[src/rtl/lbto_pkg.sv]
// Package: lbto_pkg
// Shared helpers and types for the local bus timeout monitor.
// Assumes: every count parameter it is given is a positive integer.
package lbto_pkg;

    // Width of a counter that must hold 0 .. n-1 (at least one bit)
    function automatic int unsigned cnt_w(input int unsigned n);
        return (n <= 1) ? 1 : $clog2(n);
    endfunction

    // Output bundle of the error/status control stage
    typedef struct packed {
        logic berr;
        logic flag;
    } lbto_out_t;

endpackage

[src/rtl/lbto_prescale.sv]
// Module: lbto_prescale
// Divides the system clock into one tick per microsecond of bus time.
// Counts only when not cleared. A clear restarts the phase at zero, so the
// first tick comes exactly DIV counting clocks after the clear is released.
// Assumes: DIV >= 1; with DIV == 1 a tick is issued on every counting clock.
module lbto_prescale #(
    parameter int unsigned DIV = 33
) (
    input  logic clk,
    input  logic rst_n,
    input  logic clr,
    output logic tick
);
    import lbto_pkg::*;

    localparam int unsigned PW = cnt_w(DIV);
    localparam logic [PW-1:0] LAST = PW'(DIV - 1);

    logic [PW-1:0] phase_q;
    logic          at_last;

    // Decode the final phase of a microsecond
    assign at_last = (phase_q == LAST);
    assign tick    = !clr && at_last;

    // Advance the phase while counting; clear on restart or at wrap
    always_ff @(posedge clk) begin
        if (!rst_n) begin
            phase_q <= '0;
        end else if (clr || at_last) begin
            phase_q <= '0;
        end else begin
            phase_q <= phase_q + PW'(1);
        end
    end

endmodule

[src/rtl/lbto_span_cnt.sv]
// Module: lbto_span_cnt
// Counts microsecond ticks within one monitored cycle. Raises hit on the tick
// that completes the span of SPAN ticks.
// Assumes: SPAN >= 1; tick is only high when clr is low.
module lbto_span_cnt #(
    parameter int unsigned SPAN = 128
) (
    input  logic clk,
    input  logic rst_n,
    input  logic clr,
    input  logic tick,
    output logic hit
);
    import lbto_pkg::*;

    localparam int unsigned SW = cnt_w(SPAN);
    localparam logic [SW-1:0] LAST = SW'(SPAN - 1);

    logic [SW-1:0] us_q;

    // Span ends on the tick that finds the counter at its last value
    assign hit = tick && (us_q == LAST);

    // Accumulate ticks; restart on clear or when the span completes
    always_ff @(posedge clk) begin
        if (!rst_n) begin
            us_q <= '0;
        end else if (clr || hit) begin
            us_q <= '0;
        end else if (tick) begin
            us_q <= us_q + SW'(1);
        end
    end

endmodule

[src/rtl/lbto_err_ctl.sv]
// Module: lbto_err_ctl
// Holds the bus error output and the sticky timeout status flag.
// The bus error is set by a span hit and held until the strobe drops or the
// monitor is disabled. The flag is set by a hit and cleared by software; a hit
// wins over a clear on the same edge.
// Assumes: hit is only high while the monitor is enabled and a cycle is active.
module lbto_err_ctl (
    input  logic                clk,
    input  logic                rst_n,
    input  logic                hit,
    input  logic                cyc_act,
    input  logic                mon_en,
    input  logic                stat_clr,
    output lbto_pkg::lbto_out_t st
);
    logic berr_q;
    logic flag_q;

    // Bus error: release on strobe drop or disable, otherwise latch a hit
    always_ff @(posedge clk) begin
        if (!rst_n) begin
            berr_q <= 1'b0;
        end else if (!mon_en || !cyc_act) begin
            berr_q <= 1'b0;
        end else if (hit) begin
            berr_q <= 1'b1;
        end
    end

    // Status flag: a hit sets it and beats a same-edge software clear
    always_ff @(posedge clk) begin
        if (!rst_n) begin
            flag_q <= 1'b0;
        end else if (hit) begin
            flag_q <= 1'b1;
        end else if (stat_clr) begin
            flag_q <= 1'b0;
        end
    end

    // Bundle the registered outputs
    always_comb begin
        st.berr = berr_q;
        st.flag = flag_q;
    end

endmodule

[src/rtl/lbus_timeout_mon.sv]
// Module: lbus_timeout_mon
// Top of the local bus cycle timeout monitor. Times each active cycle in
// microseconds and raises a bus error after TIMEOUT_US with no acknowledge.
// A grant of external bus ownership restarts the count, so on backplane
// accesses only the arbitration wait is timed.
// Assumes: ext_own_gnt is a single-clock pulse; all inputs are synchronous.
module lbus_timeout_mon #(
    parameter int unsigned CLKS_PER_US = 33,
    parameter int unsigned TIMEOUT_US  = 128
) (
    input  logic clk,
    input  logic rst_n,
    input  logic cyc_act,
    input  logic xfer_ack,
    input  logic ext_own_gnt,
    input  logic mon_en,
    input  logic stat_clr,
    output logic berr,
    output logic tmo_flag
);
    import lbto_pkg::*;

    logic      run;
    logic      cnt_clr;
    logic      us_tick;
    logic      span_hit;
    lbto_out_t ctl_st;

    // Count only while enabled, in a cycle, and not already in error
    assign run     = mon_en && cyc_act && !ctl_st.berr;
    // Any normal end, ownership grant or idle condition restarts the count
    assign cnt_clr = !run || xfer_ack || ext_own_gnt;

    lbto_prescale #(
        .DIV (CLKS_PER_US)
    ) u_pre (
        .clk   (clk),
        .rst_n (rst_n),
        .clr   (cnt_clr),
        .tick  (us_tick)
    );

    lbto_span_cnt #(
        .SPAN (TIMEOUT_US)
    ) u_span (
        .clk   (clk),
        .rst_n (rst_n),
        .clr   (cnt_clr),
        .tick  (us_tick),
        .hit   (span_hit)
    );

    lbto_err_ctl u_ctl (
        .clk      (clk),
        .rst_n    (rst_n),
        .hit      (span_hit),
        .cyc_act  (cyc_act),
        .mon_en   (mon_en),
        .stat_clr (stat_clr),
        .st       (ctl_st)
    );

    assign berr     = ctl_st.berr;
    assign tmo_flag = ctl_st.flag;

endmodule

[config.mk]
export PLATFORM = sky130hd
export DESIGN_NAME = lbus_timeout_mon
export DESIGN_NICKNAME = d
export VERILOG_FILES = /design/src/rtl/lbto_pkg.sv /design/src/rtl/lbto_prescale.sv /design/src/rtl/lbto_span_cnt.sv /design/src/rtl/lbto_err_ctl.sv /design/src/rtl/lbus_timeout_mon.sv
export SDC_FILE = /design/constraint.sdc
export NUM_CORES = 1
export LEC_CHECK = 0
export ABC_AREA = 1
export CORE_UTILIZATION = 41
export DETAILED_ROUTE_END_ITERATION = 10
export DONT_BUFFER_PORTS = 1
export MAX_ROUTING_LAYER = met4
export PLACE_DENSITY = 0.66
export SLEW_MARGIN = 30
export SYNTH_ARGS = -nofsm -noshare
export SYNTH_HDL_FRONTEND = slang
export SYNTH_SLANG_ARGS = --single-unit
[constraint.sdc]
create_clock -name clk -period 3.9 [get_ports clk]
set_input_delay 0.585 -clock clk [delete_from_list [all_inputs] [get_ports clk]]
set_output_delay 0.585 -clock clk [all_outputs]
set_load 0.03 [all_outputs]
==> flow_summary.json, run 1 <==
{
  "htree_levels": 1,
  "dieHeight_um": 44.5,
  "drt-total-wl_mm": 1.17,
  "drive_gt1_frac": 0.157,
  "drt_iter0_markers": 5,
  "synth_ff_type": "dfxtp_1",
  "cp.arrival_ns": 1.59,
  "grt_overflow": 0,
  "io_pins": 9,
  "start_util": 0.464,
  "crit_top_cell": "nor2_1",
  "crit_family": "simple AND/OR/NAND/NOR gates",
  "rows": 14,
  "portBuffers": 0,
  "grt.total_usage": 0.148,
  "first_pass_iters": 4,
  "path_cells": "ha_1, nand3_2, nor2_1, nand3_1, nand2_2, inv_2, nand2_1, nor2_1",
  "startpoint": "u_span.us_q[0]",
  "cp.required_ns": 4.10,
  "avgSynthCellArea_um2": 7.55,
  "numCtsBuffers": 3,
  "power_leakage_nw": 0.307,
  "drv_cap": 0,
  "cts_root_buffer": "clkbuf_4",
  "synthArstFlopShare": 0,
  "min_period_ns": 1.39,
  "syn_nets": 108,
  "worstHoldStart": "cyc_act",
  "finalCritPeriodShare": 0.357,
  "slew_violations": 0,
  "synthDistinctLibCells": 23,
  "fin_worst_skew_ns": 0.00128,
  "gp_congestion": 0.822,
  "seq_area_frac_synth": 0.406,
  "r2r-start": "u_span.us_q[0]",
  "placed_area_um2": 769,
  "yosys_warnings": 0,
  "grt_pass1_wl_mm": 2.06,
  "path_buf_inv": 1,
  "slew_headroom": 0.789,
  "dp_hpwl_um": 859,
  "cts_tree": "built",
  "synthTopCellsByArea": "dfxtp_1 (41%), nand2_1 (8.6%), inv_1 (6.6%)",
  "postRouteAntennaNets": 0,
  "tightest_slew_ns": 0.316,
  "area_delta_synth_final_pct": 7.61,
  "vias": 576,
  "netlist_area_um2": 739,
  "synth_edf_count": 0,
  "fin_util": 0.499,
  "grt_max_degree": 10,
  "fill_cells": 162,
  "power_density_nw_per_um2": 312,
  "min_path_type": "primary input to flop",
  "grt_setup_unrepaired": "false",
  "cts_hold_buffers": 0,
  "path_class": "flop to flop",
  "setup_tns_ns": 0,
  "synthCells": 98,
  "avgViaCountPerCell": 4.57,
  "peakVddDrop_uv": 163,
  "fp.dieW_um": 44.5,
  "cts.sink_count": 15,
  "cp_slowest_cell": "dfxtp_1",
  "num_antenna_cells": 0,
  "status": "finished, final reports clean",
  "postCtsSetupRepairBufs": 0,
  "wl_per_cell_um": 9.29,
  "slowest_delay_ns": 0.40,
  "yosysTopAreaCell": "dfxtp_1",
  "finalHoldViolations": 0,
  "clock_latency_ns": 0.29,
  "cts_resized": 0,
  "start_kind": "flop",
  "clock.fmax_mhz": 717,
  "synth_top_area_share": 0.406,
  "critPathCaptureType": "flop",
  "first_global_vias": 531,
  "die_area_um2": 1980,
  "drc": 0,
  "r2r_slack_ns": 2.51,
  "finalSetupViolCount": 0,
  "total_power_uw": 248,
  "design_area_um2": 796,
  "coreArea_um2": 1590,
  "clk_pin_slew_ns": 0.09,
  "synth_seq_cells": 15,
  "nNetsFinal": 113,
  "cp_max_fo": 7,
  "clk_path_buf_depth": 2,
  "antenna_found_initial": 0
}
-- registers in the layout, indices dropped and copies added, names as in the netlist --
register       flops
u_span.us_q        7
u_pre.phase_q      6
u_ctl.berr_q       1
u_ctl.flag_q       1
-- final timing paths --
check,endpoint,cells after the start
worst min-delay path,u_ctl.berr_q,2
worst max register to register,u_span.us_q[5],8
worst min register to register,u_pre.phase_q[0],1
worst max-delay path,u_span.us_q[5],8
-- report_power, final --
group / internal [mW] / leakage (nW) / total (mW) / switching (mW)
logic: 0.00134 / 0.171 / 0.00427 / 0.00293
clock network: 0.0398 / 0.0150 / 0.0906 / 0.0508
registers: 0.153 / 0.121 / 0.153 / 0.000176
-- cell type report --
class	instances	area [µm²]	share of cell area
sequential	15	300	0.377
inverter	18	67.6	0.0849
clock buffer	4	26.3	0.0330
tap	24	30.0	0.0377
multi-input combinational	65	372	0.467
-- layer usage --
metal  vias up  part of all wire  GRT usage
met3         3             0.038     0.0367
met4         0             0.018     0.0727
met5         -                 0          -
met1       245              0.56      0.190
met2        12              0.39      0.215
li1        316                 -          -
-- worst reg2reg max path, cell delays in order (launching register included) --
cell and delay [ns]:
dfxtp_1 0.40, ha_1 0.25, nand3_2 0.11, nor2_1 0.10
nand3_1 0.14, nand2_2 0.18, inv_2 0.04, nand2_1 0.06
nor2_1 0.04
-- layout by cell type (no fill, tap or decap) --
cell type / Yosys / routed
a21oi_1: 8 / 8
and3_1: 1 / 1
clkbuf_1: 0 / 1
clkbuf_4: 0 / 3
dfxtp_1: 15 / 15
ha_1: 3 / 3
inv_1: 13 / 13
inv_2: 5 / 5
nand2_1: 17 / 17
nand2_2: 1 / 1
nand2_4: 1 / 1
nand3_1: 8 / 8
nand3_2: 2 / 2
nor2_1: 10 / 10
nor2_2: 1 / 1
nor2_4: 1 / 1
nor3_1: 2 / 2
nor3_2: 1 / 1
nor3b_2: 1 / 1
o21ai_0: 1 / 1
o21ai_1: 1 / 1
o21bai_1: 1 / 1
or2_0: 1 / 1
xnor2_1: 2 / 2
xor2_1: 2 / 2
-- cells in the mapped netlist (all sizes together) (2+ instances only) --
master and number:
a21oi 8, dfxtp 15, ha 3, inv 18
nand2 19, nand3 10, nor2 12, nor3 3
o21ai 2, xnor2 2, xor2 2
-- stage by stage --
stage	instances	setup WS [ns]	hold slack, ns
final	126	2.51	0.417
after floorplan	98	2.55	0.430
after CTS	126	2.51	0.416
after global placement	122	2.50	0.450
after detailed placement	122	2.45	0.462
after global routing	126	2.35	0.415
-- cells by family (layout without fill, tap and decap cells) --
| group | after synthesis | after routing | synth area share |
|---|---|---|---|
| AO/OA/AOI/OAI | 11 | 11 | 0.0778 |
| buffers and inverters | 18 | 22 | 0.0914 |
| XOR/XNOR | 4 | 4 | 0.0474 |
| AND/OR/NAND/NOR | 47 | 47 | 0.327 |
| flip-flops | 15 | 15 | 0.406 |
| adder cells (fa/ha/maj) | 3 | 3 | 0.0508 |
(Power assumes the default switching activity.)
==> run 2, diff against run 1 <==
--- a/config.mk
+++ b/config.mk
@@ -10,7 +10,7 @@
 export DETAILED_ROUTE_END_ITERATION = 10
 export DONT_BUFFER_PORTS = 1
 export MAX_ROUTING_LAYER = met4
-export PLACE_DENSITY = 0.66
+export PLACE_DENSITY = 0.68
 export SLEW_MARGIN = 30
 export SYNTH_ARGS = -nofsm -noshare
 export SYNTH_HDL_FRONTEND = slang
==> constraint.sdc (replaced) <==
create_clock -name clk -period 1.19 [get_ports clk]
set_input_delay 0.1785 -clock clk [delete_from_list [all_inputs] [get_ports clk]]
set_output_delay 0.1785 -clock clk [all_outputs]
set_load 0.03 [all_outputs]
==> flow_summary.json, run 2 (synthesized netlist as in run 1, its figures left out) <==
{
  "status": "finished with violations",
  "failed_checks": "negative setup slack",
  "htree_levels": 1,
  "finalHoldViolations": 0,
  "drc": 0,
  "slew_headroom": 0.786,
  "wl_per_cell_um": 9.15,
  "grt_max_degree": 10,
  "critPathCaptureType": "flop",
  "grt_setup_unrepaired": "true",
  "fill_cells": 138,
  "slew_violations": 0,
  "pre_cts_ws_ns": -0.0398,
  "rows": 14,
  "crit_top_cell": "nand3_2",
  "seqPwrFrac": 0.623,
  "first_global_vias": 577,
  "clk_pin_slew_ns": 0.08,
  "grt_overflow": 0,
  "clk_path_buf_depth": 2,
  "wl_met2_um": 567,
  "power_leakage_nw": 0.358,
  "start_kind": "flop",
  "drv_cap": 0,
  "postCtsSetupRepairBufs": 0,
  "drt-total-wl_mm": 1.24,
  "top_register": "u_span.us_q",
  "finalSetupViolCount": 1,
  "cp_max_fo": 7,
  "drive_gt1_frac": 0.369,
  "vias": 614,
  "clock_latency_ns": 0.28,
  "drt_iter0_markers": 7,
  "wl_met3_um": 45,
  "cts_hold_buffers": 0,
  "cp_slowest_cell": "dfxtp_2",
  "portBuffers": 0,
  "multi_input_area_um2": 429,
  "comb_power_share": 0.022,
  "regArea_um2": 305,
  "area_delta_synth_final_pct": 25.5,
  "clock.fmax_mhz": 838,
  "nNetsFinal": 122,
  "pwr-share-clk": 0.355,
  "highest_layer": "met4",
  "peakVddDrop_uv": 499,
  "dieHeight_um": 44.5,
  "slowest_delay_ns": 0.34,
  "tightest_slew_ns": 0.321,
  "num_antenna_cells": 0,
  "grt_pass1_wl_mm": 2.24,
  "swShare": 0.209,
  "path_class": "flop to flop",
  "final_cell_mix": "nand2_1 (16), inv_1 (11), dfxtp_1 (11)",
  "total_power_uw": 807,
  "largest_reg_flops": 7,
  "p_sw_uw": 168,
  "layout_setup_ws_ns": -0.00340,
  "reg_top3": "u_span.us_q (7), u_pre.phase_q (6)",
  "wl_met1_um": 607,
  "dp_hpwl_um": 937,
  "cts.sink_count": 15,
  "cts_root_buffer": "clkbuf_4",
  "fin_worst_skew_ns": 0.00103,
  "gp_congestion": 0.785,
  "setup_tns_ns": -0.00340,
  "numCtsBuffers": 3,
  "p_int_uw": 638,
  "first_pass_iters": 4,
  "min_period_ns": 1.19,
  "cts_tree": "built",
  "final_common_cell": "nand2_1",
  "die_area_um2": 1980,
  "grt.total_usage": 0.161,
  "path_cells": "ha_2, nand3_2, nor2_2, nand3_2, nand2_4, inv_2, nand2_1, nor2_1",
  "cp.required_ns": 1.38,
  "io_pins": 9,
  "start_util": 0.464,
  "avgViaCountPerCell": 4.55,
  "cp.arrival_ns": 1.38,
  "fin_hold_ws_ns": 0.0193,
  "fin_util": 0.582,
  "power_density_nw_per_um2": 869,
  "min_path_type": "primary input to flop",
  "fp.dieW_um": 44.5,
  "coreArea_um2": 1590,
  "finalCritPeriodShare": 1.00,
  "postRouteAntennaNets": 0,
  "antenna_found_initial": 0
}
[run 2: cell types whose count changed in the layout (fill, tap and decap cells not counted), sizes merged]
cell	delta
buf	+9
[run 2: final timing paths]
path | from | end | slack (ns) | cells after the start
min | cyc_act | u_ctl.berr_q | 0.02 | 2
max | u_span.us_q[1] | u_span.us_q[5] | -0.003 | 8
max reg2reg | u_span.us_q[1] | u_span.us_q[5] | -0.003 | 8
min reg2reg | u_ctl.berr_q | u_ctl.berr_q | 0.47 | 2
[run 2: stage by stage]
stage | cell area [µm²] | std cells
2_1_floorplan | 766 | 98
3_3_place_gp | 863 | 131
3_5_place_dp | 863 | 131
4_1_cts | 911 | 135
5_1_grt | 928 | 135
6_report | 928 | 135
[run 2: cell type report]
type,count,area share
Clock buffer,4,0.0283
Timing Repair Buffer,9,0.0728
Inverter,18,0.0755
Sequential cell,15,0.329
Tap cell,24,0.0323
Multi-Input combinational cell,65,0.462
[run 2: metal layers]
| metal | track usage | vias up |
|---|---|---|
| met1 | 0.192 | 267 |
| li1 | - | 334 |
| met2 | 0.238 | 11 |
| met5 | - | - |
| met4 | 0.0909 | 0 |
| met3 | 0.0490 | 2 |
[run 2: timing repair]
item,CTS,global route
pin swaps,4,0
resized for setup,6,5
endpoints found under the setup margin,9,13
[run 2: critical path: cells and delay by family (launching register included)]
family,cells,cell delay [ns]
simple gates,6,0.54
fa+ha+maj,1,0.19
flops,1,0.34
buf+inv,1,0.04
[run 2: power groups by stage]
| stage | logic, mW | registers [mW] | clock network [mW] |
|---|---|---|---|
| 2_1_floorplan | 0.0130 | 0.514 | 0 |
| 3_3_place_gp | 0.0158 | 0.514 | 0 |
| 3_5_place_dp | 0.0164 | 0.514 | 0 |
| 4_1_cts | 0.0178 | 0.502 | 0.304 |
| 5_1_grt | 0.0200 | 0.503 | 0.320 |
| 6_report | 0.0179 | 0.502 | 0.286 |
==> run 3, diff against run 2 <==
--- a/config.mk
+++ b/config.mk
@@ -11,6 +11,7 @@
 export DONT_BUFFER_PORTS = 1
 export MAX_ROUTING_LAYER = met4
 export PLACE_DENSITY = 0.68
+export REMOVE_ABC_BUFFERS = 1
 export SLEW_MARGIN = 30
 export SYNTH_ARGS = -nofsm -noshare
 export SYNTH_HDL_FRONTEND = slang
==> flow_summary.json, run 3 (synthesized netlist as in run 1, its figures left out) <==
{
  "finalCritPeriodShare": 1.02,
  "min_path_type": "primary input to flop",
  "grt_pass1_wl_mm": 2.50,
  "postRouteAntennaNets": 0,
  "finalHoldViolations": 0,
  "placed_area_um2": 837,
  "slowest_delay_ns": 0.37,
  "path_class": "flop to flop",
  "cts_hold_buffers": 0,
  "r2r_cells": 6,
  "fin_worst_skew_ns": 0.0140,
  "num_antenna_cells": 0,
  "clock_latency_ns": 0.29,
  "dp_hpwl_mm": 1.01,
  "crit_family": "flip-flops",
  "dieHeight_um": 44.5,
  "clk_pin_slew_ns": 0.10,
  "fp.dieW_um": 44.5,
  "final_common_cell": "nand2_1",
  "status": "finished with violations",
  "startpoint": "u_span.us_q[0]",
  "first_pass_iters": 4,
  "drt_iter0_markers": 13,
  "drv_cap": 0,
  "io_pins": 9,
  "grt.total_usage": 0.182,
  "cp.arrival_ns": 1.44,
  "clock.fmax_mhz": 826,
  "htree_levels": 1,
  "top_register": "u_span.us_q",
  "grt_overflow": 0,
  "cts_tree": "built",
  "endpoint": "u_ctl.berr_q",
  "path_buf_inv": 1,
  "avgViaCountPerCell": 4.72,
  "grt_setup_unrepaired": "true",
  "gp_congestion": 0.832,
  "slew_violations": 0,
  "vias": 651,
  "drive_gt1_frac": 0.430,
  "rows": 14,
  "r2r_end": "u_ctl.berr_q",
  "design_area_um2": 1010,
  "drc": 0,
  "fin_util": 0.632,
  "wl_per_cell_um": 11.8,
  "final_cell_mix": "nand2_1 (15), buf_4 (11), inv_1 (10), dfxtp_1 (10), inv_2 (8)",
  "first_global_vias": 614,
  "failed_checks": "negative setup slack",
  "antenna_found_initial": 0,
  "tightest_slew_ns": 0.323,
  "cp_max_fo": 2,
  "largest_reg_flops": 7,
  "power_density_nw_per_um2": 817,
  "reg_top3": "u_span.us_q (7), u_pre.phase_q (6)",
  "r2r_slack_ns": -0.02,
  "start_util": 0.464,
  "nNetsFinal": 125,
  "fin_hold_ws_ns": 0.0162,
  "finalSetupViolCount": 2,
  "path_cells": "ha_4, nand3_4, nor2_2, nand3_2, buf_6, a21oi_2",
  "layout_setup_ws_ns": -0.0203,
  "cp.required_ns": 1.42,
  "cts_root_buffer": "clkbuf_4",
  "slew_headroom": 0.784,
  "power_leakage_nw": 0.381,
  "cp.depth": 6,
  "portBuffers": 0,
  "die_area_um2": 1980,
  "cts.sink_count": 15,
  "numCtsBuffers": 3,
  "coreArea_um2": 1590,
  "drt-total-wl_mm": 1.63,
  "pre_cts_ws_ns": -0.0515,
  "clk_path_buf_depth": 2,
  "peakVddDrop_uv": 445,
  "grt_max_degree": 10,
  "min_period_ns": 1.21,
  "start_kind": "flop",
  "r2r-start": "u_span.us_q[0]",
  "critPathCaptureType": "flop",
  "cp_slowest_cell": "dfxtp_2",
  "area_delta_synth_final_pct": 36.2
}
[run 3: changes by cell type in the layout (fill, tap and decap cells not counted), moves of 2 or more]
| cell | previous run | this run |
|---|---|---|
| a21oi_1 | 5 | 7 |
| a21oi_2 | 3 | 1 |
| buf_4 | 9 | 11 |
| inv_2 | 6 | 8 |
| nand2_4 | 2 | 4 |
| nand3_2 | 3 | 1 |
| nand3_4 | 1 | 3 |
| nor2_1 | 9 | 7 |
| nor3_1 | 2 | 0 |
[run 3: power by group]
part	internal, mW	leakage [nW]	switching, mW	total (mW)
Clock	0.125	0.0177	0.170	0.295
Sequential	0.502	0.123	0.000371	0.502
Combinational	0.00804	0.240	0.0169	0.0250
Total	0.635	0.381	0.187	0.823
[run 3: per-stage QoR]
stage | instances | TNS [ns] | power, mW
finish | 138 | -0.0207 | 0.823
global route | 138 | -0.546 | 0.859
CTS | 135 | -0.0297 | 0.828
detailed placement | 131 | -0.142 | 0.529
global placement | 131 | -0.0234 | 0.529
floorplan | 98 | -0.0397 | 0.526
[run 3: layout make-up]
class / instances / area, µm²
well taps: 24 / 30.0
multi-input cells: 65 / 482
repair buffers: 12 / 93.8
clock buffers: 3 / 22.5
clock inverters: 1 / 5.00
fillers: 132 / 587
flip-flops and latches: 15 / 307
inverters: 18 / 67.6
[run 3: per-layer routing]
layer | wire, µm | vias up | GRT usage
met3 | 67 | 2 | 0.0735
met2 | 915 | 9 | 0.300
met1 | 629 | 302 | 0.207
met5 | 0 | - | -
met4 | 14 | 0 | 0.0364
li1 | - | 338 | -
[run 3: worst min path at each step]
stage | startpoint | endpoint | cells after the start
finish | cyc_act | u_ctl.berr_q | 2
global route | cyc_act | u_ctl.berr_q | 2
CTS | cyc_act | u_ctl.berr_q | 2
detailed placement | cyc_act | u_ctl.berr_q | 2
global placement | cyc_act | u_ctl.berr_q | 2
floorplan | cyc_act | u_ctl.berr_q | 2
[run 3: worst register-to-register path, stage by stage, from the launching register on]
cell	delay, ns
dfxtp_2	0.37
ha_4	0.16
nand3_4	0.08
nor2_2	0.14
nand3_2	0.12
buf_6	0.14
a21oi_2	0.14
[run 3: what timing repair did]
item                       CTS  global route
setup endpoints to repair    8            15
setup buffers                0             4
pin swaps                    9            10
gates resized for setup     21            10
